### src/rtl/bsa_pkg.sv
package bsa_pkg;

  typedef enum logic [1:0] {
    REG_HOLD  = 2'd0,
    REG_LOAD  = 2'd1,
    REG_SHIFT = 2'd2
  } reg_op_e;

  function automatic logic fa_sum(input logic x, input logic y, input logic ci);
    return x ^ y ^ ci;
  endfunction

  function automatic logic fa_cout(input logic x, input logic y, input logic ci);
    return (x & y) | (ci & (x ^ y));
  endfunction

endpackage

### src/rtl/bsa_shreg.sv
module bsa_shreg
  import bsa_pkg::*;
#(
  parameter int WIDTH  = 4,
  parameter bit ROTATE = 1'b0
) (
  input  logic             clk,
  input  logic             rst_n,
  input  reg_op_e          op,
  input  logic [WIDTH-1:0] d_in,
  input  logic             ser_in,
  output logic [WIDTH-1:0] q
);

  logic [WIDTH-1:0] q_nxt;

  always_comb begin
    unique case (op)
      REG_LOAD:  q_nxt = d_in;
      REG_SHIFT: q_nxt = {ser_in, q[WIDTH-1:1]};
      default:   q_nxt = q;
    endcase
  end

  always_ff @(posedge clk or negedge rst_n) begin
    if (!rst_n) q <= '0;
    else        q <= q_nxt;
  end

  p_load_r2: assert property (@(posedge clk) disable iff (!rst_n)
    op == REG_LOAD |=> q == $past(d_in));

  p_hold_r9: assert property (@(posedge clk) disable iff (!rst_n)
    op == REG_HOLD |=> $stable(q));

  p_shift_low_r4: assert property (@(posedge clk) disable iff (!rst_n)
    op == REG_SHIFT |=> q[WIDTH-2:0] == $past(q[WIDTH-1:1]));

  generate
    if (ROTATE) begin : g_rot_chk
      p_rotate_r5: assert property (@(posedge clk) disable iff (!rst_n)
        op == REG_SHIFT |=> q[WIDTH-1] == $past(q[0]));
    end
  endgenerate

endmodule

### src/rtl/bsa_carry.sv
module bsa_carry
  import bsa_pkg::*;
(
  input  logic clk,
  input  logic rst_n,
  input  logic init,
  input  logic init_val,
  input  logic step,
  input  logic a_bit,
  input  logic b_bit,
  output logic sum_bit,
  output logic c_q
);

  logic c_nxt;

  assign sum_bit = fa_sum(a_bit, b_bit, c_q);

  always_comb begin
    if (init)      c_nxt = init_val;
    else if (step) c_nxt = fa_cout(a_bit, b_bit, c_q);
    else           c_nxt = c_q;
  end

  always_ff @(posedge clk or negedge rst_n) begin
    if (!rst_n) c_q <= 1'b0;
    else        c_q <= c_nxt;
  end

  p_init_r3: assert property (@(posedge clk) disable iff (!rst_n)
    init |=> c_q == $past(init_val));

  p_carry_r6: assert property (@(posedge clk) disable iff (!rst_n)
    (step && !init) |=> c_q == ($countones({$past(a_bit), $past(b_bit), $past(c_q)}) >= 2));

  p_carry_hold_r9: assert property (@(posedge clk) disable iff (!rst_n)
    (!step && !init) |=> $stable(c_q));

endmodule

### src/rtl/bsa_seq.sv
module bsa_seq #(
  parameter int WIDTH = 4
) (
  input  logic clk,
  input  logic rst_n,
  input  logic restart,
  input  logic step,
  output logic done
);

  localparam int CW = (WIDTH > 1) ? $clog2(WIDTH) : 1;
  localparam logic [CW-1:0] LAST = CW'(WIDTH - 1);

  logic [CW-1:0] cnt;

  always_ff @(posedge clk or negedge rst_n) begin
    if (!rst_n) begin
      cnt  <= '0;
      done <= 1'b0;
    end else if (restart) begin
      cnt  <= '0;
      done <= 1'b0;
    end else if (step) begin
      cnt  <= (cnt == LAST) ? '0 : cnt + 1'b1;
      done <= (cnt == LAST);
    end else begin
      done <= 1'b0;
    end
  end

  p_cnt_range_r8: assert property (@(posedge clk) disable iff (!rst_n)
    cnt <= LAST);

  p_done_single_r8: assert property (@(posedge clk) disable iff (!rst_n)
    done |=> !done);

  p_done_cause_r8: assert property (@(posedge clk) disable iff (!rst_n)
    $rose(done) |-> ($past(step) && !$past(restart)));

  p_cnt_hold_r9: assert property (@(posedge clk) disable iff (!rst_n)
    (!step && !restart) |=> $stable(cnt));

endmodule

### src/rtl/bitser_adder.sv
module bitser_adder
  import bsa_pkg::*;
#(
  parameter int WIDTH = 4
) (
  input  logic             clk,
  input  logic             rst_n,
  input  logic             opa_ld,
  input  logic [WIDTH-1:0] opa_d,
  input  logic             opb_ld,
  input  logic [WIDTH-1:0] opb_d,
  input  logic             cy_ld,
  input  logic             cy_d,
  input  logic             step_en,
  output logic [WIDTH-1:0] acc_q,
  output logic             cy_q,
  output logic [WIDTH-1:0] opb_q,
  output logic             done
);

  logic    any_ld;
  logic    eff_step;
  logic    sum_bit;
  reg_op_e op_a;
  reg_op_e op_b;

  assign any_ld   = opa_ld | opb_ld | cy_ld;
  assign eff_step = step_en & ~any_ld;

  always_comb begin
    if (opa_ld)        op_a = REG_LOAD;
    else if (eff_step) op_a = REG_SHIFT;
    else               op_a = REG_HOLD;

    if (opb_ld)        op_b = REG_LOAD;
    else if (eff_step) op_b = REG_SHIFT;
    else               op_b = REG_HOLD;
  end

  bsa_shreg #(.WIDTH(WIDTH), .ROTATE(1'b0)) u_areg (
    .clk    (clk),
    .rst_n  (rst_n),
    .op     (op_a),
    .d_in   (opa_d),
    .ser_in (sum_bit),
    .q      (acc_q)
  );

  bsa_shreg #(.WIDTH(WIDTH), .ROTATE(1'b1)) u_breg (
    .clk    (clk),
    .rst_n  (rst_n),
    .op     (op_b),
    .d_in   (opb_d),
    .ser_in (opb_q[0]),
    .q      (opb_q)
  );

  bsa_carry u_cy (
    .clk      (clk),
    .rst_n    (rst_n),
    .init     (cy_ld),
    .init_val (cy_d),
    .step     (eff_step),
    .a_bit    (acc_q[0]),
    .b_bit    (opb_q[0]),
    .sum_bit  (sum_bit),
    .c_q      (cy_q)
  );

  bsa_seq #(.WIDTH(WIDTH)) u_seq (
    .clk     (clk),
    .rst_n   (rst_n),
    .restart (cy_ld),
    .step    (eff_step),
    .done    (done)
  );

  p_sum_in_r4: assert property (@(posedge clk) disable iff (!rst_n)
    (step_en && !any_ld) |=> acc_q[WIDTH-1] ==
      ($past(acc_q[0]) ^ $past(opb_q[0]) ^ $past(cy_q)));

  p_ld_blocks_a_r10: assert property (@(posedge clk) disable iff (!rst_n)
    (step_en && !opa_ld && (opb_ld || cy_ld)) |=> $stable(acc_q));

  p_ld_blocks_b_r10: assert property (@(posedge clk) disable iff (!rst_n)
    (step_en && !opb_ld && (opa_ld || cy_ld)) |=> $stable(opb_q));

endmodule

### config.mk
export PLATFORM = sky130hd
export DESIGN_NAME = bitser_adder
export DESIGN_NICKNAME = d
export VERILOG_FILES = /design/src/rtl/bsa_pkg.sv /design/src/rtl/bsa_shreg.sv /design/src/rtl/bsa_carry.sv /design/src/rtl/bsa_seq.sv /design/src/rtl/bitser_adder.sv
export SDC_FILE = /design/constraint.sdc
export NUM_CORES = 1
export LEC_CHECK = 0
export BUFFER_PORTS_ARGS = -buffer_cell sky130_fd_sc_hd__buf_4
export CAP_MARGIN = 40
export CORE_AREA = 2 2 39 41
export CTS_BUF_LIST = sky130_fd_sc_hd__clkbuf_8
export CTS_CLUSTER_SIZE = 10
export DETAILED_ROUTE_END_ITERATION = 16
export DIE_AREA = 0 0 41 43
export PLACE_DENSITY = 0.76
export SYNTH_ARGS = -nofsm -noshare
export SYNTH_HDL_FRONTEND = slang
export SYNTH_SLANG_ARGS = --single-unit
### constraint.sdc
create_clock -name clk -period 1.9 [get_ports clk]
set_input_delay 0.285 -clock clk [delete_from_list [all_inputs] [get_ports clk]]
set_output_delay 0.285 -clock clk [all_outputs]
set_load 0.02 [all_outputs]
Word level (Yosys, flattened, before mapping):

Index checks and enable logic that the tools add are counted.

* add/subtract/negate cells: 1
* multipliers: 0
* divide/modulo/power cells: 0
* order comparisons: 0
* equal/unequal tests: 5
* shifts and indexed selects: 0
* multiplexer cells: 12
* bitwise gates (word level): 9
* reduce and logical (&&, ||, !) cells: 3

Operators with widths (count)
* $pmux 4 s2: 2
* $mux 2: 6
* $eq 2x2->1 const B: 3
* $reduce_bool 2->1: 3
* $eq 2x1->1 const B: 2
* $mux 1: 4
* $and 1x1->1: 3
* $or 1x1->1: 3
* $add 2x1->2 const B: 1
* $xor 1x1->1: 2
* $not 1->1: 1

* flip-flop bits (word level): 12
* latch bits: 0
* memory bits (writable): 0
* ROM bits: 0
* memories kept: 0

Logic depth before layout (Yosys ltp):

Gate-level depths: netlist (run 1).

* depth in word-level cells: 8
* gate-level depth with buffers: 4
* depth with buffers taken out: 3

Modules after synthesis:

Synthesis (run 1) repeated with hierarchy kept, for this count alone.

* cell total of the unflattened synthesis: 57
* area total of the unflattened synthesis: 628.1 um^2

Modules (own cells, without submodules)
* bsa_shreg: times used 2, cells an instance 19, area an instance 202.7 um^2
* bsa_seq: times used 1, cells an instance 11, area an instance 132.6 um^2
* bsa_carry: times used 1, cells an instance 5, area an instance 63.8 um^2
* bitser_adder: times used 1, cells an instance 3, area an instance 26.3 um^2

Worst setup path after synthesis (run 1):

No wires, ideal clock.

* path type: register -> register
* start point: register u_cy.c_q
* end point: register u_areg.q[3]
* setup time: 0.118 ns
* arrival: 1.277 ns
* data required time: 1.782 ns
* path slack: 0.505 ns
* cell stages (with the launch flop): 4
* buffers on the path: 0
* cells stage by stage: dfrtp_1 -> fa_1 -> a22o_1 -> a21o_1

* cells in the longest elaborated chain, start to end: 2

RTL lines
* start: declaration: line bsa_carry.sv:12 `output logic c_q`
* start signal: assignment: line bsa_carry.sv:27 `else c_q <= c_nxt;`
* $xor 1x1->1: line bsa_pkg.sv:10 `return x ^ y ^ ci;`
* $pmux 4 s2: line bsa_shreg.sv:18 `unique case (op)`
* end signal: assignment: line bsa_shreg.sv:27 `else q <= q_nxt;`
* end: declaration: line bsa_shreg.sv:12 `output logic [WIDTH-1:0] q`

No other way between the ends.
A chain may end at the register's enable or synchronous reset.

Worst setup path in the final report (run 1):

* start point: register u_breg.q[0]
* end point: register u_areg.q[3]

* cells in the longest elaborated chain, start to end: 3

RTL lines (line)
* start: declaration: bsa_shreg.sv:12
* start signal: assignment: bsa_shreg.sv:27
* $xor 1x1->1 (2 in a row): bsa_pkg.sv:10
* $pmux 4 s2: bsa_shreg.sv:18

No other way between the ends.

==> results.toml, run 1 <==
[status]
status = "completed"

[power_and_ir_drop]
power.total_mw = 0.665
ir_drop_uv = 531
power_density_nw_per_um2 = 820
leakage_nw = 0.442

[final_layout]
antenna_cells = 0
fin_cells = 87
area_growth_pct = 40.3
design_area_um2 = 811
final_util_pct = 58.6
drive_gt1_share_pct = 45.1
nets = 90

[synth]
synth_top_area_share_pct = 51.9
synth_most_common_cell = "dfrtp_1"
synthFlopType = "dfrtp_1"
synthArstFlopShare_pct = 100
synth_area_leaders = "dfrtp_1 52%, a21o_1 12%, a22o_1 11%, a22o_2 5.2%, nor4b_4 4.1%"
yosys_warnings = 0
ys_ff_latch = 12
syn_inst = 45
yosysTopAreaCell = "dfrtp_1"
synth_edf_count = 0
synth_seq_area_share_pct = 51.9
syn-num-nets = 62
synth.distinct_cells = 14
syn_area_um2 = 578
synth_area_per_cell_um2 = 12.8
synth_commonest_cells = "12 x dfrtp_1, 9 x a21o_1, 7 x a22o_1"

[routing]
route.met2.wl_um = 608
topRoutingLayerUsed = "met4"
m1WireLength_um = 481
route.detailed.drc = 0
wl_met3_um = 96
vias_per_cell = 5.46
wl_mm = 1.24
routedWlPerCell_um = 14.3
first_pass_iters = 4
initialDrtViolationCount = 12
num_vias = 475
antenna_left = 0

[critical_path]
r2r_end = "u_areg.q[3]"
crit_path_end = "u_areg.q[3]"
crit_path_start_kind = "register"
ff2ff_setup_slack_ps = 550
r2r-start = "u_breg.q[0]"
crit_type = "register to register"
endpoint_kind = "register"
reg2reg_depth = 3
cp_max_fo = 4
crit_arrival_ps = 1480
cp-startpoint = "u_breg.q[0]"
cp.required_ps = 2030

[sta]
hold_viol_final = 0
max_freq_ghz = 0.740
grt_setup_unrepaired = "no"
relSlewSlack_pct = 76.3
setup_viol = 0
worst_clock_skew_ps = 2.74
maxSlewViolCount = 0
fin_crit_ps = 1350
hold-worst-slack_ps = 349
fin_ws_ps = 548
setup_tns_ps = 0
post-route-period-util_pct = 71.2
worstMarginPinSlew_ps = 353

[die]
die_x_um = 41
io_pins = 25
core_area_um2 = 1380
initial_core_util_pct = 41.8
row_count = 14
die-height_um = 43
dieArea_um2 = 1760

[placed_design]
pre_cts_ws_ps = 433
placed_cell_area_um2 = 759
dpl.cell_count = 83
gp_congestion = 0.718
io_buffers = 24

[clocking]
clock_latency_ps = 240
clockBufferDepth = 2
path_clk_slew_ps = 50
cts_buffers = 3
cts_sinks = 12
htreeDepth = 1
root_buffer = "clkbuf_8"
cts_tree = "built"

[global_route]
grt_max_degree = 13
grt_pass1_wl_mm = 2.03
track_usage_pct = 17.8
first_global_vias = 476
grt_antenna_before_repair = 0
grt-ovfl-total = 0

[job]
cap_viol_max_count = 0

[min_path]
hp-class = "primary input to register"
min-delay-start = "opa_d[3]"
[cell usage in the layout (no fill, tap or decap)]
| cell | instances |
|---|---|
| dlygate4sd3_1 | 1 |
| clkbuf_8 | 3 |
| ha_1 | 1 |
| nand2b_1 | 1 |
| fa_1 | 1 |
| o21ai_0 | 1 |
| and2_1 | 1 |
| dfrtp_1 | 12 |
| nand2_1 | 1 |
| a22o_1 | 7 |
| a21o_1 | 9 |
| nor4b_4 | 1 |
| buf_4 | 25 |
| a22o_2 | 3 |
| nor2_1 | 4 |
[state kept, by name, summed over array words and instances, names as in the netlist]
register and count:
u_areg.q 4, u_breg.q 4, u_cy.c_q 1, u_seq.cnt 2, u_seq.done 1
[metal layers]
metal / up-vias / GRT usage [%]
met5: - / 0
met4: 0 / 13.3
met3: 6 / 5.24
met2: 19 / 26.3
met1: 231 / 20.5
li1: 219 / -
[layout make-up]
cell class / instances / area [um^2]
repair buffers: 26 / 198
multi-input cells: 30 / 251
well taps: 16 / 20.0
fillers: 123 / 573
flip-flops and latches: 12 / 300
clock buffers: 3 / 41.3
[power breakdown]
group / switching (mW) / total, mW / internal, mW
clock: 0.0870 / 0.226 / 0.139
combinational: 0.0653 / 0.140 / 0.0747
sequential: 0.0210 / 0.299 / 0.278
[critical path, stage by stage (launching register included)]
cell and delay (ps):
dfrtp_1 430, fa_1 470, a22o_1 200, a21o_1 140
[worst min-delay path by stage]
stage                   endpoint  slack, ps  cells past startpoint
finish               u_areg.q[3]        350                      3
global route         u_areg.q[2]        360                      3
CTS                  u_areg.q[3]        350                      3
detailed placement  u_seq.cnt[1]        130                      1
global placement    u_seq.cnt[1]        130                      1
floorplan            u_areg.q[0]        -10                      0
[kinds of logic after synthesis]
group | after synthesis | synth area share, %
AO/OA/AOI/OAI | 20 | 28.4
adder cells (fa/ha/maj) | 2 | 5.63
buffers and inverters | 3 | 4.54
flip-flops | 12 | 51.9
AND/OR/NAND/NOR | 8 | 9.52
[timing repair]
item	CTS	global route
setup buffers	0	0
gates resized for setup	0	0
hold endpoints to repair	12	0
hold buffers	1	0
(Power assumes the default switching activity.)
==> inputs of run 2 (changes only) <==
ABC_AREA = 1   (was default)
CORE_AREA = default   (was 2 2 39 41)
CORE_UTILIZATION = 49   (was default)
DIE_AREA = default   (was 0 0 41 43)
PLACE_DENSITY = 0.81   (was 0.76)
clock period = 1.34 ns   (was 1.9 ns; I/O delays follow)
==> run 2 against run 1 <==
Net effect: synthesized area grew 17%; non-clock buffer count decreased by 1; clock skew decreased by 2.4 ps; count of clock-buffer cells in the layout stayed put; total power is 47% higher; design area is 11% higher; hold slack got worse by 120 ps; critical endpoint unchanged.
==> results.toml, run 2 <==
[status]
status = "completed"

[routing]
m1WireLength_um = 648
topRoutingLayerUsed = "met4"
route.met2.wl_um = 665
initialDrtViolationCount = 8
first_pass_iters = 4
route.detailed.drc = 0
antenna_left = 0
vias_per_cell = 4.98
wl_mm = 1.44
routedWlPerCell_um = 11.3
num_vias = 638
wl_met3_um = 90

[die]
die_x_um = 39.1
initial_core_util_pct = 52.5
dieArea_um2 = 1530
row_count = 13
die-height_um = 39.1
core_area_um2 = 1280
io_pins = 25

[final_layout]
reg_top3 = "u_areg.q x4, u_breg.q x4, u_seq.cnt x2"
nFillCells = 112
final_common_cell = "nand2_1"
layout_common_cells = "33 x nand2_1, 24 x buf_4, 20 x nand3_1"
drive_gt1_share_pct = 26.5
antenna_cells = 0
fin_cells = 128
area_growth_pct = 33.2
multi_input_area_um2 = 299
regArea_um2 = 300
nets = 132

[global_route]
grt_max_degree = 14
first_global_vias = 581
track_usage_pct = 24.5
grt_antenna_before_repair = 0
grt-ovfl-total = 0
grt_pass1_wl_mm = 2.40

[clocking]
cts_buffers = 3
holdBufCountCts = 1
ctsResizeCount = 0
clock_latency_ps = 240
htreeDepth = 1
cts_tree = "built"
clockBufferDepth = 2
root_buffer = "clkbuf_8"
post-cts-setup-buffer-count = 0
path_clk_slew_ps = 50
cts_sinks = 12

[sta]
hold_viol_final = 0
setup_tns_ps = 0
max_freq_ghz = 0.795
relSlewSlack_pct = 81.0
worstMarginPinSlew_ps = 284
post-route-period-util_pct = 93.9
worst_clock_skew_ps = 0.354
grt_setup_unrepaired = "no"
fin_ws_ps = 82.1
maxSlewViolCount = 0
setup_viol = 0
fin_crit_ps = 1260

[power_and_ir_drop]
p_switching_mw = 0.280
ir_drop_uv = 815
p_int_mw = 0.698
switching_share_pct = 28.7
combPwrFrac_pct = 23.4
power_density_nw_per_um2 = 1090
clock_power_share_pct = 32.7
leakage_nw = 0.528
pwr-share-seq_pct = 43.9
power.total_mw = 0.978

[critical_path]
slowest_stage = "fa_1"
cp-startpoint = "u_cy.c_q"
cp_max_fo = 3
path_common_cell = "nand2_1"
crit_arrival_ps = 1440
ff2ff_setup_slack_ps = 80
r2r_end = "u_areg.q[3]"
reg2reg_depth = 5
r2r-start = "u_cy.c_q"
worst-path-buf-inv = 1
slowest_delay_ps = 550
crit_type = "register to register"
path_delay_family = "adder cells"
cp_cell_sequence = "fa_1, nand3_1, nand2_1, inv_1, nand2_1"
endpoint_kind = "register"
crit_path_start_kind = "register"
cp.required_ps = 1520

[placed_design]
dp_hpwl_mm = 1.04
io_buffers = 24
pre_cts_ws_ps = 92.4
gp_congestion = 0.750
dpl.cell_count = 124

[min_path]
min-delay-start = "opa_d[2]"
hp-class = "primary input to register"
holdPathStages = 5
holdPathEnd = "u_areg.q[2]"

[synth]
synth_commonest_cells = "33 x nand2_1, 20 x nand3_1, 13 x inv_1"
ys_ff_latch = 12
synth_area_per_cell_um2 = 7.66
syn-num-nets = 105
yosys_warnings = 0
synth_edf_count = 0
synth_seq_area_share_pct = 44.5
synth_area_leaders = "dfrtp_1 45%, nand2_1 18%, nand3_1 15%, inv_1 7.2%, nor2_4 3.3%"
synth.distinct_cells = 12
yosysTopAreaCell = "dfrtp_1"
syn_inst = 88
synthFlopType = "dfrtp_1"
synthArstFlopShare_pct = 100
syn_area_um2 = 674
synth_top_area_share_pct = 44.5
synth_most_common_cell = "nand2_1"

[job]
cap_viol_max_count = 0
-- run 2: changes by cell type after synthesis, sizes merged --
cell | previous run | this run
nor2 | 4 | 3
a22o | 10 | 0
inv | 0 | 13
o21ai | 1 | 0
nor4b | 1 | 0
nand3 | 0 | 20
nand2b | 1 | 0
nand2 | 1 | 34
and2 | 1 | 0
a21o | 9 | 0
nor3 | 0 | 1
-- run 2: power groups by stage --
stage / combinational, mW / sequential (mW) / clock [mW]
after floorplan: 0.0975 / 0.459 / 0
after global placement: 0.221 / 0.432 / 0
after detailed placement: 0.227 / 0.435 / 0
after CTS: 0.231 / 0.429 / 0.327
after global routing: 0.257 / 0.434 / 0.341
final: 0.229 / 0.430 / 0.320
-- run 2: metrics by stage --
stage	area, um^2	hold slack, ps	utilization (%)
floorplan	674	-94.6	-
global placement	847	47.5	65.9
CTS	898	230	69.9
global route	898	247	69.9
detailed placement	847	50.9	65.9
finish	898	231	69.9
-- run 2: layout make-up --
| class | count | share of cell area (%) |
|---|---|---|
| Sequential cell | 12 | 33.4 |
| Multi-Input combinational cell | 60 | 33.3 |
| Timing Repair Buffer | 25 | 21.2 |
| Inverter | 13 | 5.43 |
| Clock buffer | 3 | 4.60 |
| Tap cell | 15 | 2.09 |
-- run 2: cells by family after synthesis --
kind of cell | Yosys count | share of synthesized area, %
flops | 12 | 44.5
simple gates | 58 | 39.5
fa+ha+maj | 2 | 4.82
buf+inv | 16 | 11.1
-- run 2: layer usage --
metal / vias up / global-route usage [%]
li1: 321 / -
met1: 294 / 30.5
met2: 18 / 38.3
met3: 5 / 6.36
met4: 0 / 12.9
met5: - / 0
-- run 2: worst max-delay path by stage --
stage | depth (start not counted) | endpoint | slack, ps
6_report | 5 | u_areg.q[3] | 80
4_1_cts | 5 | u_areg.q[3] | 80
5_1_grt | 5 | u_areg.q[3] | 9
2_1_floorplan | 5 | u_areg.q[3] | 70
3_3_place_gp | 5 | u_areg.q[3] | 150
3_5_place_dp | 5 | u_areg.q[3] | 90
-- run 2: worst min-delay path, stage by stage --
cell	delay [ps]
buf_4	80
nand2_1	40
nand2_1	50
inv_1	30
nand2_1	40
